--- src/rtl/flag_irq_pkg.sv ---
package flag_irq_pkg;
    localparam int unsigned IDX_W  = 2;
    localparam int unsigned NUM_GRP = 3;

    typedef enum logic [IDX_W-1:0] {
        GRP_LOS  = 2'd0,
        GRP_TXF  = 2'd1,
        GRP_MON  = 2'd2,
        GRP_STAT = 2'd3
    } grp_e;

    typedef struct packed {
        logic done;
        logic irq_n;
    } top_st_t;
endpackage

--- src/rtl/fic_event_cond.sv ---
module fic_event_cond
    import flag_irq_pkg::*;
#(
    parameter int unsigned LANES = 4,
    parameter int unsigned MON_N = 2,
    parameter int unsigned MON_W = 16,
    parameter int unsigned GW    = 4
) (
    input  logic [LANES-1:0]          lane_los,
    input  logic [LANES-1:0]          lane_txflt,
    input  logic [MON_N*MON_W-1:0]    mon_val,
    input  logic [MON_N*MON_W-1:0]    mon_hi_thr,
    input  logic [MON_N*MON_W-1:0]    mon_lo_thr,
    output logic [NUM_GRP-1:0][GW-1:0] ev
);
    localparam int unsigned MON_BITS = 2 * MON_N;

    logic [MON_BITS-1:0] mon_ev;

    for (genvar m = 0; m < MON_N; m++) begin : g_mon
        logic [MON_W-1:0] val_m;
        logic [MON_W-1:0] hi_m;
        logic [MON_W-1:0] lo_m;
        assign val_m = mon_val[m*MON_W +: MON_W];
        assign hi_m  = mon_hi_thr[m*MON_W +: MON_W];
        assign lo_m  = mon_lo_thr[m*MON_W +: MON_W];
        assign mon_ev[2*m]   = (val_m > hi_m);
        assign mon_ev[2*m+1] = (val_m < lo_m);
    end

    assign ev[GRP_LOS] = GW'(lane_los);
    assign ev[GRP_TXF] = GW'(lane_txflt);
    assign ev[GRP_MON] = GW'(mon_ev);
endmodule

--- src/rtl/fic_rst_seq.sv ---
module fic_rst_seq #(
    parameter int unsigned RST_MIN_CYC = 200,
    parameter int unsigned INIT_CYC    = 64
) (
    input  logic clk,
    input  logic rst_n,
    input  logic pin_n,
    output logic soft_rst,
    output logic init_done,
    output logic not_ready
);
    localparam int unsigned LC_W = $clog2(RST_MIN_CYC + 2);
    localparam int unsigned IC_W = (INIT_CYC > 1) ? $clog2(INIT_CYC) : 1;

    typedef struct packed {
        logic [LC_W-1:0] lowcnt;
        logic [IC_W-1:0] initcnt;
        logic            nr;
    } seq_st_t;

    seq_st_t st_d, st_q;
    logic    done_c;

    assign soft_rst = pin_n && (st_q.lowcnt > LC_W'(RST_MIN_CYC));

    always_comb begin
        st_d   = st_q;
        done_c = 1'b0;
        if (!pin_n) begin
            if (st_q.lowcnt <= LC_W'(RST_MIN_CYC)) begin
                st_d.lowcnt = st_q.lowcnt + 1'b1;
            end
        end else begin
            st_d.lowcnt = '0;
        end
        if (soft_rst) begin
            st_d.nr      = 1'b1;
            st_d.initcnt = '0;
        end else if (st_q.nr) begin
            if (st_q.initcnt == IC_W'(INIT_CYC - 1)) begin
                st_d.nr = 1'b0;
                done_c  = 1'b1;
            end else begin
                st_d.initcnt = st_q.initcnt + 1'b1;
            end
        end
    end

    always_ff @(posedge clk or negedge rst_n) begin
        if (!rst_n) begin
            st_q <= '{lowcnt: '0, initcnt: '0, nr: 1'b1};
        end else begin
            st_q <= st_d;
        end
    end

    assign init_done = done_c;
    assign not_ready = st_q.nr;
endmodule

--- src/rtl/fic_flag_bank.sv ---
module fic_flag_bank
    import flag_irq_pkg::*;
#(
    parameter int unsigned GW       = 4,
    parameter logic [GW-1:0] MASK_DEF = '0
) (
    input  logic                       clk,
    input  logic                       rst_n,
    input  logic [NUM_GRP-1:0][GW-1:0] ev,
    input  logic                       hold,
    input  logic                       soft_rst,
    input  logic                       rd_stb,
    input  logic [IDX_W-1:0]           rd_idx,
    input  logic                       mask_wr,
    input  logic [IDX_W-1:0]           mask_idx,
    input  logic [GW-1:0]              mask_wdata,
    output logic [NUM_GRP-1:0][GW-1:0] flags_q,
    output logic [NUM_GRP-1:0][GW-1:0] masks_q,
    output logic [GW-1:0]              rd_flags
);
    typedef struct packed {
        logic [NUM_GRP-1:0][GW-1:0] flags;
        logic [NUM_GRP-1:0][GW-1:0] masks;
    } bank_st_t;

    bank_st_t                   st_d, st_q;
    logic [NUM_GRP-1:0][GW-1:0] clr;

    for (genvar g = 0; g < NUM_GRP; g++) begin : g_clr
        assign clr[g] = (rd_stb && (rd_idx == IDX_W'(g))) ? st_q.flags[g] : '0;
    end

    always_comb begin
        rd_flags = '0;
        for (int g = 0; g < NUM_GRP; g++) begin
            if (rd_stb && (rd_idx == IDX_W'(g))) begin
                rd_flags = st_q.flags[g];
            end
        end
    end

    always_comb begin
        st_d = st_q;
        if (soft_rst) begin
            st_d.flags = '0;
            st_d.masks = {NUM_GRP{MASK_DEF}};
        end else begin
            for (int g = 0; g < NUM_GRP; g++) begin
                if (mask_wr && (mask_idx == IDX_W'(g))) begin
                    st_d.masks[g] = mask_wdata;
                end
                st_d.flags[g] = hold ? '0 : ((st_q.flags[g] & ~clr[g]) | ev[g]);
            end
        end
    end

    always_ff @(posedge clk or negedge rst_n) begin
        if (!rst_n) begin
            st_q <= '{flags: '0, masks: {NUM_GRP{MASK_DEF}}};
        end else begin
            st_q <= st_d;
        end
    end

    assign flags_q = st_q.flags;
    assign masks_q = st_q.masks;
endmodule

--- src/rtl/flag_irq_ctrl.sv ---
module flag_irq_ctrl
    import flag_irq_pkg::*;
#(
    parameter int unsigned LANES       = 4,
    parameter int unsigned MON_N       = 2,
    parameter int unsigned MON_W       = 16,
    parameter int unsigned RST_MIN_CYC = 200,
    parameter int unsigned INIT_CYC    = 64,
    parameter int unsigned MASK_DEF    = 0,
    localparam int unsigned GW0 = (LANES > 2 * MON_N) ? LANES : 2 * MON_N,
    localparam int unsigned GW  = (GW0 < 2) ? 2 : GW0
) (
    input  logic                   clk,
    input  logic                   rst_n,
    input  logic                   mod_rst_n,
    input  logic [LANES-1:0]       lane_los,
    input  logic [LANES-1:0]       lane_txflt,
    input  logic [MON_N*MON_W-1:0] mon_val,
    input  logic [MON_N*MON_W-1:0] mon_hi_thr,
    input  logic [MON_N*MON_W-1:0] mon_lo_thr,
    input  logic                   rd_stb,
    input  logic [1:0]             rd_idx,
    output logic [GW-1:0]          rd_data,
    input  logic                   mask_wr,
    input  logic [1:0]             mask_idx,
    input  logic [GW-1:0]          mask_wdata,
    output logic                   not_ready,
    output logic                   irq_n
);
    localparam logic [GW-1:0] MASK_DEF_V = GW'(MASK_DEF);

    logic [NUM_GRP-1:0][GW-1:0] ev;
    logic [NUM_GRP-1:0][GW-1:0] flags_q;
    logic [NUM_GRP-1:0][GW-1:0] masks_q;
    logic [GW-1:0]              rd_flags;
    logic                       soft_rst;
    logic                       init_done;
    logic                       stat_rd;
    logic                       pend;
    top_st_t                    st_d, st_q;

    fic_event_cond #(
        .LANES(LANES), .MON_N(MON_N), .MON_W(MON_W), .GW(GW)
    ) u_cond (
        .lane_los  (lane_los),
        .lane_txflt(lane_txflt),
        .mon_val   (mon_val),
        .mon_hi_thr(mon_hi_thr),
        .mon_lo_thr(mon_lo_thr),
        .ev        (ev)
    );

    fic_rst_seq #(
        .RST_MIN_CYC(RST_MIN_CYC), .INIT_CYC(INIT_CYC)
    ) u_seq (
        .clk      (clk),
        .rst_n    (rst_n),
        .pin_n    (mod_rst_n),
        .soft_rst (soft_rst),
        .init_done(init_done),
        .not_ready(not_ready)
    );

    fic_flag_bank #(
        .GW(GW), .MASK_DEF(MASK_DEF_V)
    ) u_bank (
        .clk       (clk),
        .rst_n     (rst_n),
        .ev        (ev),
        .hold      (not_ready),
        .soft_rst  (soft_rst),
        .rd_stb    (rd_stb),
        .rd_idx    (rd_idx),
        .mask_wr   (mask_wr),
        .mask_idx  (mask_idx),
        .mask_wdata(mask_wdata),
        .flags_q   (flags_q),
        .masks_q   (masks_q),
        .rd_flags  (rd_flags)
    );

    assign stat_rd = rd_stb && (rd_idx == GRP_STAT);
    assign pend    = |(flags_q & ~masks_q);

    always_comb begin
        if (stat_rd) begin
            rd_data = GW'({st_q.done, not_ready});
        end else begin
            rd_data = rd_flags;
        end
    end

    always_comb begin
        st_d = st_q;
        if (soft_rst) begin
            st_d.done = 1'b0;
        end else if (init_done) begin
            st_d.done = 1'b1;
        end else if (stat_rd) begin
            st_d.done = 1'b0;
        end
        st_d.irq_n = soft_rst ? 1'b1 : ~(pend | st_q.done);
    end

    always_ff @(posedge clk or negedge rst_n) begin
        if (!rst_n) begin
            st_q <= '{done: 1'b0, irq_n: 1'b1};
        end else begin
            st_q <= st_d;
        end
    end

    assign irq_n = st_q.irq_n;
endmodule

--- config.mk ---
export PLATFORM = sky130hd
export DESIGN_NAME = flag_irq_ctrl
export DESIGN_NICKNAME = d
export VERILOG_FILES = /design/src/rtl/flag_irq_pkg.sv /design/src/rtl/fic_event_cond.sv /design/src/rtl/fic_rst_seq.sv /design/src/rtl/fic_flag_bank.sv /design/src/rtl/flag_irq_ctrl.sv
export SDC_FILE = /design/constraint.sdc
export NUM_CORES = 1
export LEC_CHECK = 0
export BUFFER_PORTS_ARGS = -buffer_cell sky130_fd_sc_hd__buf_2
export CAP_MARGIN = 20
export CORE_ASPECT_RATIO = 2
export CORE_MARGIN = 2
export CORE_UTILIZATION = 23
export DETAILED_ROUTE_END_ITERATION = 10
export PLACE_DENSITY = 0.46
export SLEW_MARGIN = 25
export SYNTH_ARGS = -nofsm -noshare
export SYNTH_HDL_FRONTEND = slang
export SYNTH_SLANG_ARGS = --single-unit
--- constraint.sdc ---
create_clock -name clk -period 4.36 [get_ports clk]
set_input_delay 0.436 -clock clk [delete_from_list [all_inputs] [get_ports clk]]
set_output_delay 0.436 -clock clk [all_outputs]
set_load 0.005 [all_outputs]
**Word level (Yosys, flattened, before mapping)**

Cells that the tools add are included.

- Register bits after elaboration: 41
- Output and inout bits: 6
- Input port bits: 117
- Logic and storage cells: 83

- Equal/unequal tests: 7
- Reduce and logical (&&, ||, !) cells: 18
- Multiplexer cells: 26
- Add/sub/neg operators: 2
- Magnitude comparators: 6
- Bitwise operators: 13

Operators with widths:

| cell | count |
|---|---|
| 2-to-1 mux 4 bit | 12 |
| > comparator 16 bit | 2 |
| less-than comparator 16 bit | 2 |
| 2-to-1 mux 24 bit | 1 |
| 2-to-1 mux 8 bit | 2 |
| 2-to-1 mux 7 bit | 2 |
| AND 12 bit | 1 |
| AND 4 bit | 3 |
| inverter 12 bit | 1 |
| inverter 4 bit | 3 |
| bitwise OR 4 bit | 3 |
| OR reduction 12 bit | 1 |
| nonzero test 2 bit | 5 |
| adder 8 x 1 -> 8 bit (second input constant) | 1 |
| > comparator 8 bit (second input constant) | 1 |
| less-or-equal comparator 8 bit (second input constant) | 1 |
| logical AND 1 bit | 8 |
| 2-to-1 mux 1 bit | 8 |
| adder 6 x 1 -> 6 bit (second input constant) | 1 |
| equality test 2 bit (second input constant) | 3 |
| equality test 6 bit (second input constant) | 1 |
| 2-to-1 mux 6 bit | 1 |
| equality test 2 x 1 -> 1 bit (second input constant) | 2 |
| zero test 2 bit | 2 |
| 5 further kinds | 5 |

**Depth between registers and ports, before layout**

- Depth after elaboration: 8
- Gate-level depth with buffers: 7
- Mapped depth without buffers: 7

**Modules after synthesis**

A second synthesis with hierarchy kept.

- Cells, all modules: 445
- Area total of the unflattened synthesis: 3975.1 um^2

Modules (own cells, without submodules):

| module | sequential area each (um^2) | cells an instance | times used | area an instance (um^2) |
|---|---|---|---|---|
| fic_event_cond | 0.0 | 226 | 1 | 1651.6 |
| fic_flag_bank | 600.6 | 111 | 1 | 1297.5 |
| fic_rst_seq | 376.6 | 80 | 1 | 824.5 |
| flag_irq_ctrl | 51.3 | 28 | 1 | 201.4 |

**Worst setup path before layout**

OpenSTA, ideal clock, no wires.

- Path kind: input to register
- From: in mon_hi_thr[15]
- To: reg u_bank.st_q (netlist bit u_bank.flags_q[8])
- Data required time: 4.256 ns
- Arrival: 1.833 ns
- Path slack: 2.423 ns
- Path buffers: 0
- Cell stages on the path: 7
- Cells stage by stage: inv_1 -> ha_1 -> nand4_1 -> or2_2 -> nor4_4 -> a22oi_1 -> a221oi_1

RTL lines:

| element | line | source |
|---|---|---|
| start, declared | flag_irq_ctrl.sv:19 | `input logic [MON_N*MON_W-1:0] mon_hi_thr,` |
| end signal, assigned | fic_flag_bank.sv:59 | `st_q <= '{flags: '0, masks: {NUM_GRP{MASK_DEF}}};` |
| end signal, assigned | fic_flag_bank.sv:61 | `st_q <= st_d;` |
| end, declared | fic_flag_bank.sv:26 | `bank_st_t st_d, st_q;` |

==> summary.md <==
| Metric | Value |
|---|---|
| Share of post-route cells with drive strength above 1 | `~27%` |
| MaxCap Viol Count | `0` |
| Clock Pin Slew Worst Setup and Hold Paths | `about 0.06 ns` |
| Crit path depth | `8` |
| Syn Area/Cell | `8.49 um^2` |
| DRC | `0` |
| Synth top cells by count | `80 x inv_1, 65 x ha_1, 46 x nor2_1` |
| Pleak | `2.50 nW` |
| R2r setup slk | `around 2.3 ns` |
| Fin crit period | `roughly 2.1 ns` |
| Worst vdd ir | `0.162 mV` |
| Drt first-iter violations | `50` |
| Critical path class | `flip-flop to flip-flop` |
| Pre-antenna DRT Iters | `4` |
| CTS Buf Count | `5` |
| CP max stage cell | `or4_1` |
| Status | `complete, no violations` |
| Setup TNS | `0 ns` |
| Buffers & Inverters on Critical Path | `2` |
| Top_reg_cell synth | `dfrtp_1` |
| Syn nets | `600` |
| RSZ-0062 raised after global routing | `false` |
| Setup Viol. Count Final | `0` |
| Fin area | `4590 um^2` |
| Async set-reset flop share out of synthesis | `100%` |
| Register-to-Register Path Depth | `8` |
| Final Hold Viols | `0` |
| Detailed placer's ending HPWL | `9.04 mm` |
| Largest net degree at the start of global routing | `42` |
| Required time of the worst setup path | `4.57 ns` |
| Final critical-path share of the clock period | `47.3%` |
| Distinct cells, synth | `between 40 and 50` |
| Nets | `725` |
| Max-slew headroom | `between 40% and 50%` |
| IO Count | `123` |
| Synth top area share | `between 20% and 30%` |
| Hold-fix buffers, CTS | `0` |
| Global-route wire length before repair | `17.0 mm` |
| Starting Density | `a little under a quarter` |
| Area Overhead vs Synth | `29.4%` |
| Initial antenna violation count | `1` |
| Row Count | `64` |
| Routed Antenna Nets | `0` |
| Max H-tree Level | `2` |
| Synthesized cell area | `3550 um^2` |
| Worst path max stage delay | `0.52 ns` |
| Die Span X | `91.8 um` |
| Most frequent cell after synthesis | `inv_1` |
| CTS Root Buffer Type | `clkbuf_16` |
| Crit path max fanout | `14` |
| Delay-heaviest family, CP | `simple AND/OR/NAND/NOR gates` |
| Tot GR Track Use | `13.0%` |
| Core area | `about 15000 um^2` |
| Yosys reg bits | `41` |
| Cell count after synthesis | `between 400 and 500` |
| Synth warn | `0` |
| Num Clock Sinks | `41` |
| Vias in the first global route | `3647` |
| CP endpoint kind | `flip-flop` |
| Slew @ Worst Pin | `0.856 ns` |
| Clock latency on the worst-skew pair | `0.29 ns` |
| Bufs on Longest Clock Path | `2` |
| Cell area power density | `354 nW/um^2` |
| Routed len/inst | `14.0 um` |
| Global-route congestion overflow total | `0` |
| RR Endpoint | `u_bank.flags_q[11]` |
| Vias per cell | `~4.5` |
| Vias | `3350` |
| PortBufs | `around 120` |
| CTS tree | `built` |
| Worst R2R Start | `u_seq.st_q[7]` |
| HP Class | `input pin to async pin` |
| Worst path cell trace | `inv_1 -> ha_1 -> nand2b_4 -> a211oi_4 -> o31ai_2 -> buf_4 -> or4_1 -> o22ai_2` |
| Yosys top cell by area | `dfrtp_1` |
| Resized Gates After CTS | `0` |
| Post-DP Area | `4400 um^2` |
| Die Span Y | `180 um` |
| Die area | `16500 um^2` |
| Register area share after synthesis | `a little under 30%` |
| Final Skew | `0.00627 ns` |
| FMAX | `0.485 GHz` |
| Fill count | `approximately 1700` |
| Slew Viols, Final | `0` |
| Arrival time at the worst endpoint | `2.27 ns` |
| Setup bufs post-CTS | `0` |
| Final Wtd Congestion | `0.808` |
| Setup crit start kind | `flip-flop` |
| Largest cells by area after synthesis | `dfrtp_1 27%, ha_1 23%, inv_1 8.5%` |
| Total wire length | `about 10 mm` |
| EDFF count, synth | `0` |
## worst max path at each step
stage	endpoint	startpoint
6_report	u_bank.flags_q[11]	u_seq.st_q[7]
5_1_grt	u_bank.flags_q[11]	u_seq.st_q[7]
4_1_cts	u_bank.flags_q[11]	u_seq.st_q[7]
3_5_place_dp	u_bank.flags_q[10]	mon_val[31]
3_3_place_gp	u_bank.flags_q[10]	mon_val[31]
2_1_floorplan	u_bank.flags_q[8]	mon_hi_thr[15]
## where the power goes
part / internal, mW / switching (mW) / leakage, nW
registers: 0.502 / 0.113 / 0.507
logic: 0.254 / 0.270 / 1.90
clock network: 0.327 / 0.158 / 0.0938
## metal layers
metal / track usage [%] / vias up / wire [um]
li1: - / 1684 / -
met1: 12.6 / 1568 / 3690
met2: 26.5 / 81 / 6070
met3: 1.76 / 17 / 362
met4: 4.84 / 0 / 287
met5: 0 / - / 0
## metrics by stage
step	std cells	hold slack [ns]	setup WS, ns	power [mW]	utilization (%)
after global routing	743	0.164	2.17	1.76	30.2
after detailed placement	734	0.511	2.05	1.16	28.9
after global placement	734	0.490	2.04	1.14	28.9
after CTS	742	0.332	2.28	1.66	30.2
after floorplan	418	0.140	2.42	0.929	-
final	743	0.117	2.30	1.62	30.2
## cells by family after synthesis
logic type / share of synthesized area [%]
and+or+nand+nor: 17.4
buffers and inverters: 9.16
AOI/OAI and AO/OA: 14.1
adders and majority gates: 22.9
DFF: 29.0
muxes: 4.93
xor gates and xnor gates: 2.47
## placed cells by master, fill, tap and decap left out, drive strengths merged, types with 3 or more instances in the layout
cell type and count:
xor2 7, nand2b 3, buf 124, and2 4, nor2 46, o21ai 13
nand3 3, nor4 4, ha 65, nand4 12, nand2 24, inv 80
nand3b 6, a21oi 40, nor3 4, or2 3, clkbuf 5, xnor2 3
a2111oi 3, mux2i 13, o22ai 7, or3 3, a221oi 3, dfrtp 39
and3 4
## state kept, by name, indices dropped and copies added (netlist names)
name / flops
irq_n: 1
u_seq.not_ready: 1
st_q: 1
u_bank.masks_q: 12
u_seq.st_q: 14
u_bank.flags_q: 12
## area by class of cell
class / count / area, um^2 / area share, %
multi-input cells: 291 / 2200 / 47.8
flip-flops and latches: 41 / 1030 / 22.4
repair buffers: 124 / 628 / 13.7
inverters: 80 / 300 / 6.54
well taps: 198 / 248 / 5.39
clock buffers: 5 / 125 / 2.72
clock inverters: 3 / 65.1 / 1.42
diodes: 1 / 2.50 / 0.0545
No activity file was read; power rests on OpenSTA's default activity.
